$ cat config.mk
export PLATFORM = sky130hd
export DESIGN_NAME = ext_irq_unit
export DESIGN_NICKNAME = d
export VERILOG_FILES = /design/src/rtl/ext_irq_pkg.sv /design/src/rtl/eirq_edge_det.sv /design/src/rtl/eirq_chan.sv /design/src/rtl/eirq_prio_sel.sv /design/src/rtl/ext_irq_unit.sv
export SDC_FILE = /design/constraint.sdc
export NUM_CORES = 1
export LEC_CHECK = 0
export BUFFER_PORTS_ARGS = -buffer_cell sky130_fd_sc_hd__buf_4
export CAP_MARGIN = 20
export CORE_ASPECT_RATIO = 1.5
export CORE_MARGIN = 8
export CORE_UTILIZATION = 50
export CTS_CLUSTER_SIZE = 25
export DETAILED_ROUTE_END_ITERATION = 10
export GPL_TIMING_DRIVEN = 0
export PLACE_DENSITY = 0.79
export SLEW_MARGIN = 20
export SYNTH_ARGS = -nofsm -noshare
export SYNTH_HDL_FRONTEND = slang
export SYNTH_SLANG_ARGS = --single-unit
$ cat constraint.sdc
create_clock -name clk -period 3.25 [get_ports clk]
set_input_delay 0 -clock clk [delete_from_list [all_inputs] [get_ports clk]]
set_output_delay 0 -clock clk [all_outputs]
set_load 0.02 [all_outputs]
$ cat src/rtl/ext_irq_pkg.sv
`timescale 1ns/1ps
package ext_irq_pkg;

    typedef enum logic [1:0] {
        EDGE_OFF  = 2'b00,
        EDGE_RISE = 2'b01,
        EDGE_FALL = 2'b10,
        EDGE_BOTH = 2'b11
    } edge_mode_e;

    localparam int MODE_LSB = 0;
    localparam int MODE_W   = 2;
    localparam int EN_BIT   = 2;
    localparam int FLAG_BIT = 3;
    localparam int CTL_W    = FLAG_BIT + 1;

    localparam int LVL_W = 2;
    localparam int VEC_W = 16;

    localparam logic [VEC_W-1:0] VEC_FIRST = 16'hFFFA;
    localparam logic [VEC_W-1:0] VEC_STEP  = 16'd2;

    typedef struct packed {
        edge_mode_e mode;
        logic       en;
        logic       flag;
    } chan_state_t;

    function automatic logic [VEC_W-1:0] chan_vector(input int unsigned ch);
        return VEC_FIRST - VEC_STEP * VEC_W'(ch);
    endfunction

endpackage

$ cat src/rtl/eirq_edge_det.sv
`timescale 1ns/1ps
module eirq_edge_det
    import ext_irq_pkg::*;
#(
    parameter int SYNC_STAGES = 2
) (
    input  logic       clk,
    input  logic       rst_n,
    input  logic       pin,
    input  edge_mode_e mode,
    output logic       hit
);

    typedef struct packed {
        logic [SYNC_STAGES-1:0] sync;
        logic                   prev;
    } det_state_t;

    det_state_t st_d, st_q;
    logic level_now;
    logic rise;
    logic fall;

    always_comb begin
        st_d      = st_q;
        level_now = st_q.sync[SYNC_STAGES-1];
        st_d.sync = {st_q.sync[SYNC_STAGES-2:0], pin};
        st_d.prev = level_now;
        rise      = level_now & ~st_q.prev;
        fall      = ~level_now & st_q.prev;
        hit       = 1'b0;
        unique case (mode)
            EDGE_OFF:  hit = 1'b0;
            EDGE_RISE: hit = rise;
            EDGE_FALL: hit = fall;
            EDGE_BOTH: hit = rise | fall;
        endcase
    end

    always_ff @(posedge clk or negedge rst_n) begin
        if (!rst_n) begin
            st_q <= '0;
        end else begin
            st_q <= st_d;
        end
    end

endmodule

$ cat src/rtl/eirq_chan.sv
`timescale 1ns/1ps
module eirq_chan
    import ext_irq_pkg::*;
#(
    parameter int DATA_W = 8
) (
    input  logic              clk,
    input  logic              rst_n,
    input  logic              wr_en,
    input  logic [CTL_W-1:0]  wdata,
    input  logic              hit,
    output edge_mode_e        mode,
    output logic              en,
    output logic              flag,
    output logic              req,
    output logic [DATA_W-1:0] rdata
);

    chan_state_t s_d, s_q;

    always_comb begin
        s_d = s_q;
        if (wr_en) begin
            s_d.mode = edge_mode_e'(wdata[MODE_LSB +: MODE_W]);
            s_d.en   = wdata[EN_BIT];
            s_d.flag = s_q.flag & wdata[FLAG_BIT];
        end
        if (hit) begin
            s_d.flag = 1'b1;
        end
    end

    always_comb begin
        rdata                     = '0;
        rdata[MODE_LSB +: MODE_W] = s_q.mode;
        rdata[EN_BIT]             = s_q.en;
        rdata[FLAG_BIT]           = s_q.flag;
    end

    assign mode = s_q.mode;
    assign en   = s_q.en;
    assign flag = s_q.flag;
    assign req  = s_q.flag & s_q.en;

    always_ff @(posedge clk or negedge rst_n) begin
        if (!rst_n) begin
            s_q <= '{mode: EDGE_OFF, en: 1'b0, flag: 1'b0};
        end else begin
            s_q <= s_d;
        end
    end

endmodule

$ cat src/rtl/eirq_prio_sel.sv
`timescale 1ns/1ps
module eirq_prio_sel
    import ext_irq_pkg::*;
#(
    parameter int NUM_CH = 3
) (
    input  logic [NUM_CH-1:0]       req,
    input  logic [NUM_CH*LVL_W-1:0] lvl,
    output logic [VEC_W-1:0]        vec
);

    logic             found;
    logic [LVL_W-1:0] best;

    always_comb begin
        found = 1'b0;
        best  = '0;
        vec   = '0;
        for (int i = 0; i < NUM_CH; i++) begin
            if (req[i] && (!found || (lvl[i*LVL_W +: LVL_W] < best))) begin
                found = 1'b1;
                best  = lvl[i*LVL_W +: LVL_W];
                vec   = chan_vector(i);
            end
        end
    end

endmodule

$ cat src/rtl/ext_irq_unit.sv
`timescale 1ns/1ps
module ext_irq_unit
    import ext_irq_pkg::*;
#(
    parameter int NUM_CH      = 3,
    parameter int DATA_W      = 8,
    parameter int ADDR_W      = 2,
    parameter int SYNC_STAGES = 2
) (
    input  logic                     clk,
    input  logic                     rst_n,
    input  logic [NUM_CH-1:0]        ext_pin,
    input  logic                     bus_wr,
    input  logic [ADDR_W-1:0]        bus_addr,
    input  logic [DATA_W-1:0]        bus_wdata,
    output logic [DATA_W-1:0]        bus_rdata,
    output logic [NUM_CH-1:0]        irq,
    output logic [NUM_CH*LVL_W-1:0]  irq_level,
    output logic [VEC_W-1:0]         vec_addr,
    output logic                     wake
);

    localparam int LVL_REG_W = NUM_CH * LVL_W;
    localparam logic [ADDR_W-1:0] LVL_ADDR = ADDR_W'(NUM_CH);

    typedef struct packed {
        logic [LVL_REG_W-1:0] lvl;
    } top_state_t;

    top_state_t t_d, t_q;

    logic [NUM_CH-1:0] edge_hit;
    logic [NUM_CH-1:0] flag_vec;
    logic [NUM_CH-1:0] en_vec;
    logic [NUM_CH-1:0] req_vec;
    logic [DATA_W-1:0] chan_rdata [NUM_CH];
    logic              wdata_unused;

    assign wdata_unused = ^bus_wdata[DATA_W-1:LVL_REG_W];

    for (genvar ch = 0; ch < NUM_CH; ch++) begin : g_ch
        edge_mode_e mode_w;
        logic       wr_sel;

        assign wr_sel = bus_wr && (bus_addr == ADDR_W'(ch));

        eirq_edge_det #(
            .SYNC_STAGES(SYNC_STAGES)
        ) u_det (
            .clk  (clk),
            .rst_n(rst_n),
            .pin  (ext_pin[ch]),
            .mode (mode_w),
            .hit  (edge_hit[ch])
        );

        eirq_chan #(
            .DATA_W(DATA_W)
        ) u_chan (
            .clk  (clk),
            .rst_n(rst_n),
            .wr_en(wr_sel),
            .wdata(bus_wdata[CTL_W-1:0]),
            .hit  (edge_hit[ch]),
            .mode (mode_w),
            .en   (en_vec[ch]),
            .flag (flag_vec[ch]),
            .req  (req_vec[ch]),
            .rdata(chan_rdata[ch])
        );
    end

    always_comb begin
        t_d = t_q;
        if (bus_wr && (bus_addr == LVL_ADDR)) begin
            t_d.lvl = bus_wdata[LVL_REG_W-1:0];
        end
    end

    always_ff @(posedge clk or negedge rst_n) begin
        if (!rst_n) begin
            t_q <= '0;
        end else begin
            t_q <= t_d;
        end
    end

    always_comb begin
        bus_rdata = '0;
        for (int i = 0; i < NUM_CH; i++) begin
            if (bus_addr == ADDR_W'(i)) begin
                bus_rdata = chan_rdata[i];
            end
        end
        if (bus_addr == LVL_ADDR) begin
            bus_rdata[LVL_REG_W-1:0] = t_q.lvl;
        end
    end

    eirq_prio_sel #(
        .NUM_CH(NUM_CH)
    ) u_prio (
        .req(req_vec),
        .lvl(t_q.lvl),
        .vec(vec_addr)
    );

    assign irq       = req_vec;
    assign irq_level = t_q.lvl;
    assign wake      = |req_vec;

endmodule

==> flow_summary.json <==
{
  "clockRootBuffer": "clkbuf_8",
  "power_density_mw_per_mm2": 621,
  "core_sq_mm": 0.00288,
  "clk_pin_slew_ns": 0.08,
  "viasPerCell": 5.21,
  "yosys.cell_types.count": 27,
  "grt_max_degree": 28,
  "fin_skew_ns": 0.00104,
  "via_count": 1188,
  "status": "complete, no violations",
  "r2r_cells": 5,
  "die_y_um": 83.3,
  "yosysWarnings": 0,
  "drt_iter0_markers": 39,
  "gp_congestion": 0.955,
  "cp-end-kind": "primary output",
  "critPathArrivalTime_ns": 3.11,
  "fin_nets": 214,
  "synth_seq_cells": 27,
  "dp_hpwl_um": 2920,
  "syn-mean-instance-area_sq_um": 11.6,
  "hold_viol_final": 0,
  "clock_latency_ns": 0.27,
  "p_leak_nw": 0.994,
  "critical_path_class": "reg2out",
  "portBuffers": 42,
  "grt_pass1_vias": 1223,
  "grt_use_total_pct": 14.4,
  "start_util_pct": 52.3,
  "rows": 24,
  "drt-total-wl_um": 3630,
  "max_clock_freq_mhz": 322,
  "drt.antenna.violating_nets": 0,
  "cts_tree": "built",
  "grt_overflow": 0,
  "synth-seq-area-share_pct": 44.8,
  "rsz0062_at_grt": "false",
  "maxCapViolCount": 0,
  "fp.dieArea_sq_mm": 0.00506,
  "grt_pass1_wl_um": 5700,
  "async_flop_share_pct": 100,
  "firstDrtPassIters": 4,
  "placedCellCount": 213,
  "min_period_over_period_pct": 95.6,
  "critPathRequiredTime_ns": 3.25,
  "max_stage_delay_ns": 0.55,
  "antenna_found_initial": 0,
  "ir_worst_vdd_mv": 0.384,
  "cp_slowest_cell": "or4b_4",
  "cts_buffers": 3,
  "setup_viol": 0,
  "synth_top_flop_cell": "dfrtp_1",
  "finalNonFillerCells": 228,
  "cp_cell_sequence": "nand2_2 > inv_1 > nand2_1 > ha_1 > o211ai_1 > o21ai_0 > o22a_1 > ha_1 > or4b_4 > o311ai_2 > buf_4",
  "critPathMostFrequentCell": "ha_1",
  "synthCells": 130,
  "die_w_um": 60.8,
  "syn-cell-area_sq_mm": 0.00151,
  "fin_crit_ns": 3.11,
  "hold_class": "in2async",
  "r2r_slack_ns": 2.16,
  "wl_per_cell_um": 15.9,
  "diodes": 0,
  "synth_edf_count": 0,
  "area_delta_synth_final_pct": 34.9,
  "start_kind": "register",
  "drv_slew": 0,
  "cts_buffer_depth": 2,
  "crit_fanout": 5,
  "htree_levels": 1,
  "setup-tns-final_ns": 0,
  "drc": 0,
  "drive_gt1_share_pct": 46.6,
  "ioPinCount": 50,
  "cts.sinks": 27
}
-- where the power goes --
part           internal (mW)  switching (mW)
clock network         0.0878          0.0991
registers              0.385          0.0554
logic                  0.315           0.320
-- kinds of logic (layout without fill, tap and decap cells) --
group	Yosys count	in the layout	synth area share [%]
other	1	3	0.249
flip-flops	27	27	44.8
multiplexers	21	21	19.0
AO/OA/AOI/OAI	15	15	7.47
buffers and inverters	32	89	12.4
AND/OR/NAND/NOR	26	26	9.46
adder cells (fa/ha/maj)	8	8	6.64
-- path summary, 6_finish.rpt --
check | start | endpoint
min in group clk | bus_wr | g_ch[1].u_chan.mode[1]$_DFFE_PN0P_
max in group asynchronous | rst_n | g_ch[0].u_det.level_now$_DFF_PN0_
min | rst_n | g_ch[1].u_det.st_q[0]$_DFF_PN0_
max reg2reg | g_ch[1].u_det.level_now$_DFF_PN0_ | g_ch[1].u_chan.flag$_DFFE_PN0P_
min reg2reg | g_ch[0].u_det.st_d[2]$_DFF_PN0_ | g_ch[0].u_det.level_now$_DFF_PN0_
max | g_ch[0].u_chan.flag$_DFFE_PN0P_ | vec_addr[2]
-- layout by cell type (no fill, tap or decap) --
master / count
mux2_2: 15
nand3b_1: 2
clkbuf_1: 1
nand2_1: 10
mux2i_1: 2
buf_4: 60
conb_1: 3
o22a_1: 1
dfrtp_1: 27
a211oi_1: 1
mux4_2: 2
clkbuf_8: 3
a211o_2: 1
a21boi_0: 1
nand2b_1: 1
o311ai_2: 1
and3_1: 2
ha_1: 8
mux4_1: 2
nand3_1: 3
nor2_1: 3
nand2_2: 2
nand4b_1: 1
dlygate4sd3_1: 10
buf_2: 2
nor3b_2: 1
o21ai_0: 5
o211ai_1: 5
or4b_4: 1
inv_1: 13
-- cell usage after synthesis, drive strengths merged (3+ instances only) --
master / count / area [sq um]
nor2: 3 / 11.3
o211ai: 5 / 37.5
dfrtp: 27 / 676
inv: 13 / 48.8
ha: 8 / 100
mux4: 4 / 97.6
o21ai: 5 / 25.0
nand3: 3 / 15.0
buf: 19 / 138
nand2: 12 / 47.6
mux2: 15 / 169
-- stage by stage --
step	setup slack, ns	area, sq um	power, mW	utilization [%]	hold slack, ns
final	0.144	2030	1.26	70.6	0.164
after global placement	0.557	1880	1.04	65.2	-0.0791
after detailed placement	0.423	1880	1.07	65.2	-0.0685
after CTS	0.109	2020	1.27	70.2	0.175
after floorplan	0.675	1520	0.822	-	-0.296
after global routing	0.0117	2030	1.33	70.6	0.202
-- registers in the layout, indices dropped and copies added (netlist names) --
name,count
g_ch.u_chan.en,3
g_ch.u_chan.flag,3
g_ch.u_chan.mode,6
g_ch.u_det.level_now,3
g_ch.u_det.st_d,3
g_ch.u_det.st_q,3
irq_level,6
-- worst max-delay path, delay by kind of cell (launching register included) --
kind            cells  cell delay [ns]
compound gates      4             0.82
flops               1             0.44
simple gates        3             0.76
buf+inv             2             0.31
fa+ha+maj           2             0.50
-- per-layer routing --
metal | GRT usage [%] | up-vias | share of wire, %
met5 | 0 | - | 0
li1 | - | 545 | -
met2 | 25.5 | 63 | 52
met1 | 14.6 | 575 | 36
met4 | 6.82 | 0 | 1.7
met3 | 3.40 | 5 | 10
-- area by class of cell --
type	count	area [sq um]
clock buffer	4	45.0
timing repair buffer	53	423
multi-input combinational	73	656
fill	222	848
inverter	13	48.8
sequential	27	676
tap	39	48.8
buffer	19	138
-- what timing repair did --
| item | in CTS | in global routing |
|---|---|---|
| setup buffers | 0 | 1 |
| endpoints found under the setup margin | 0 | 1 |
| hold buffers | 10 | 0 |
| resized for setup | 0 | 1 |
| hold endpoints to repair | 44 | 0 |
No activity file was read; power rests on OpenSTA's default activity.
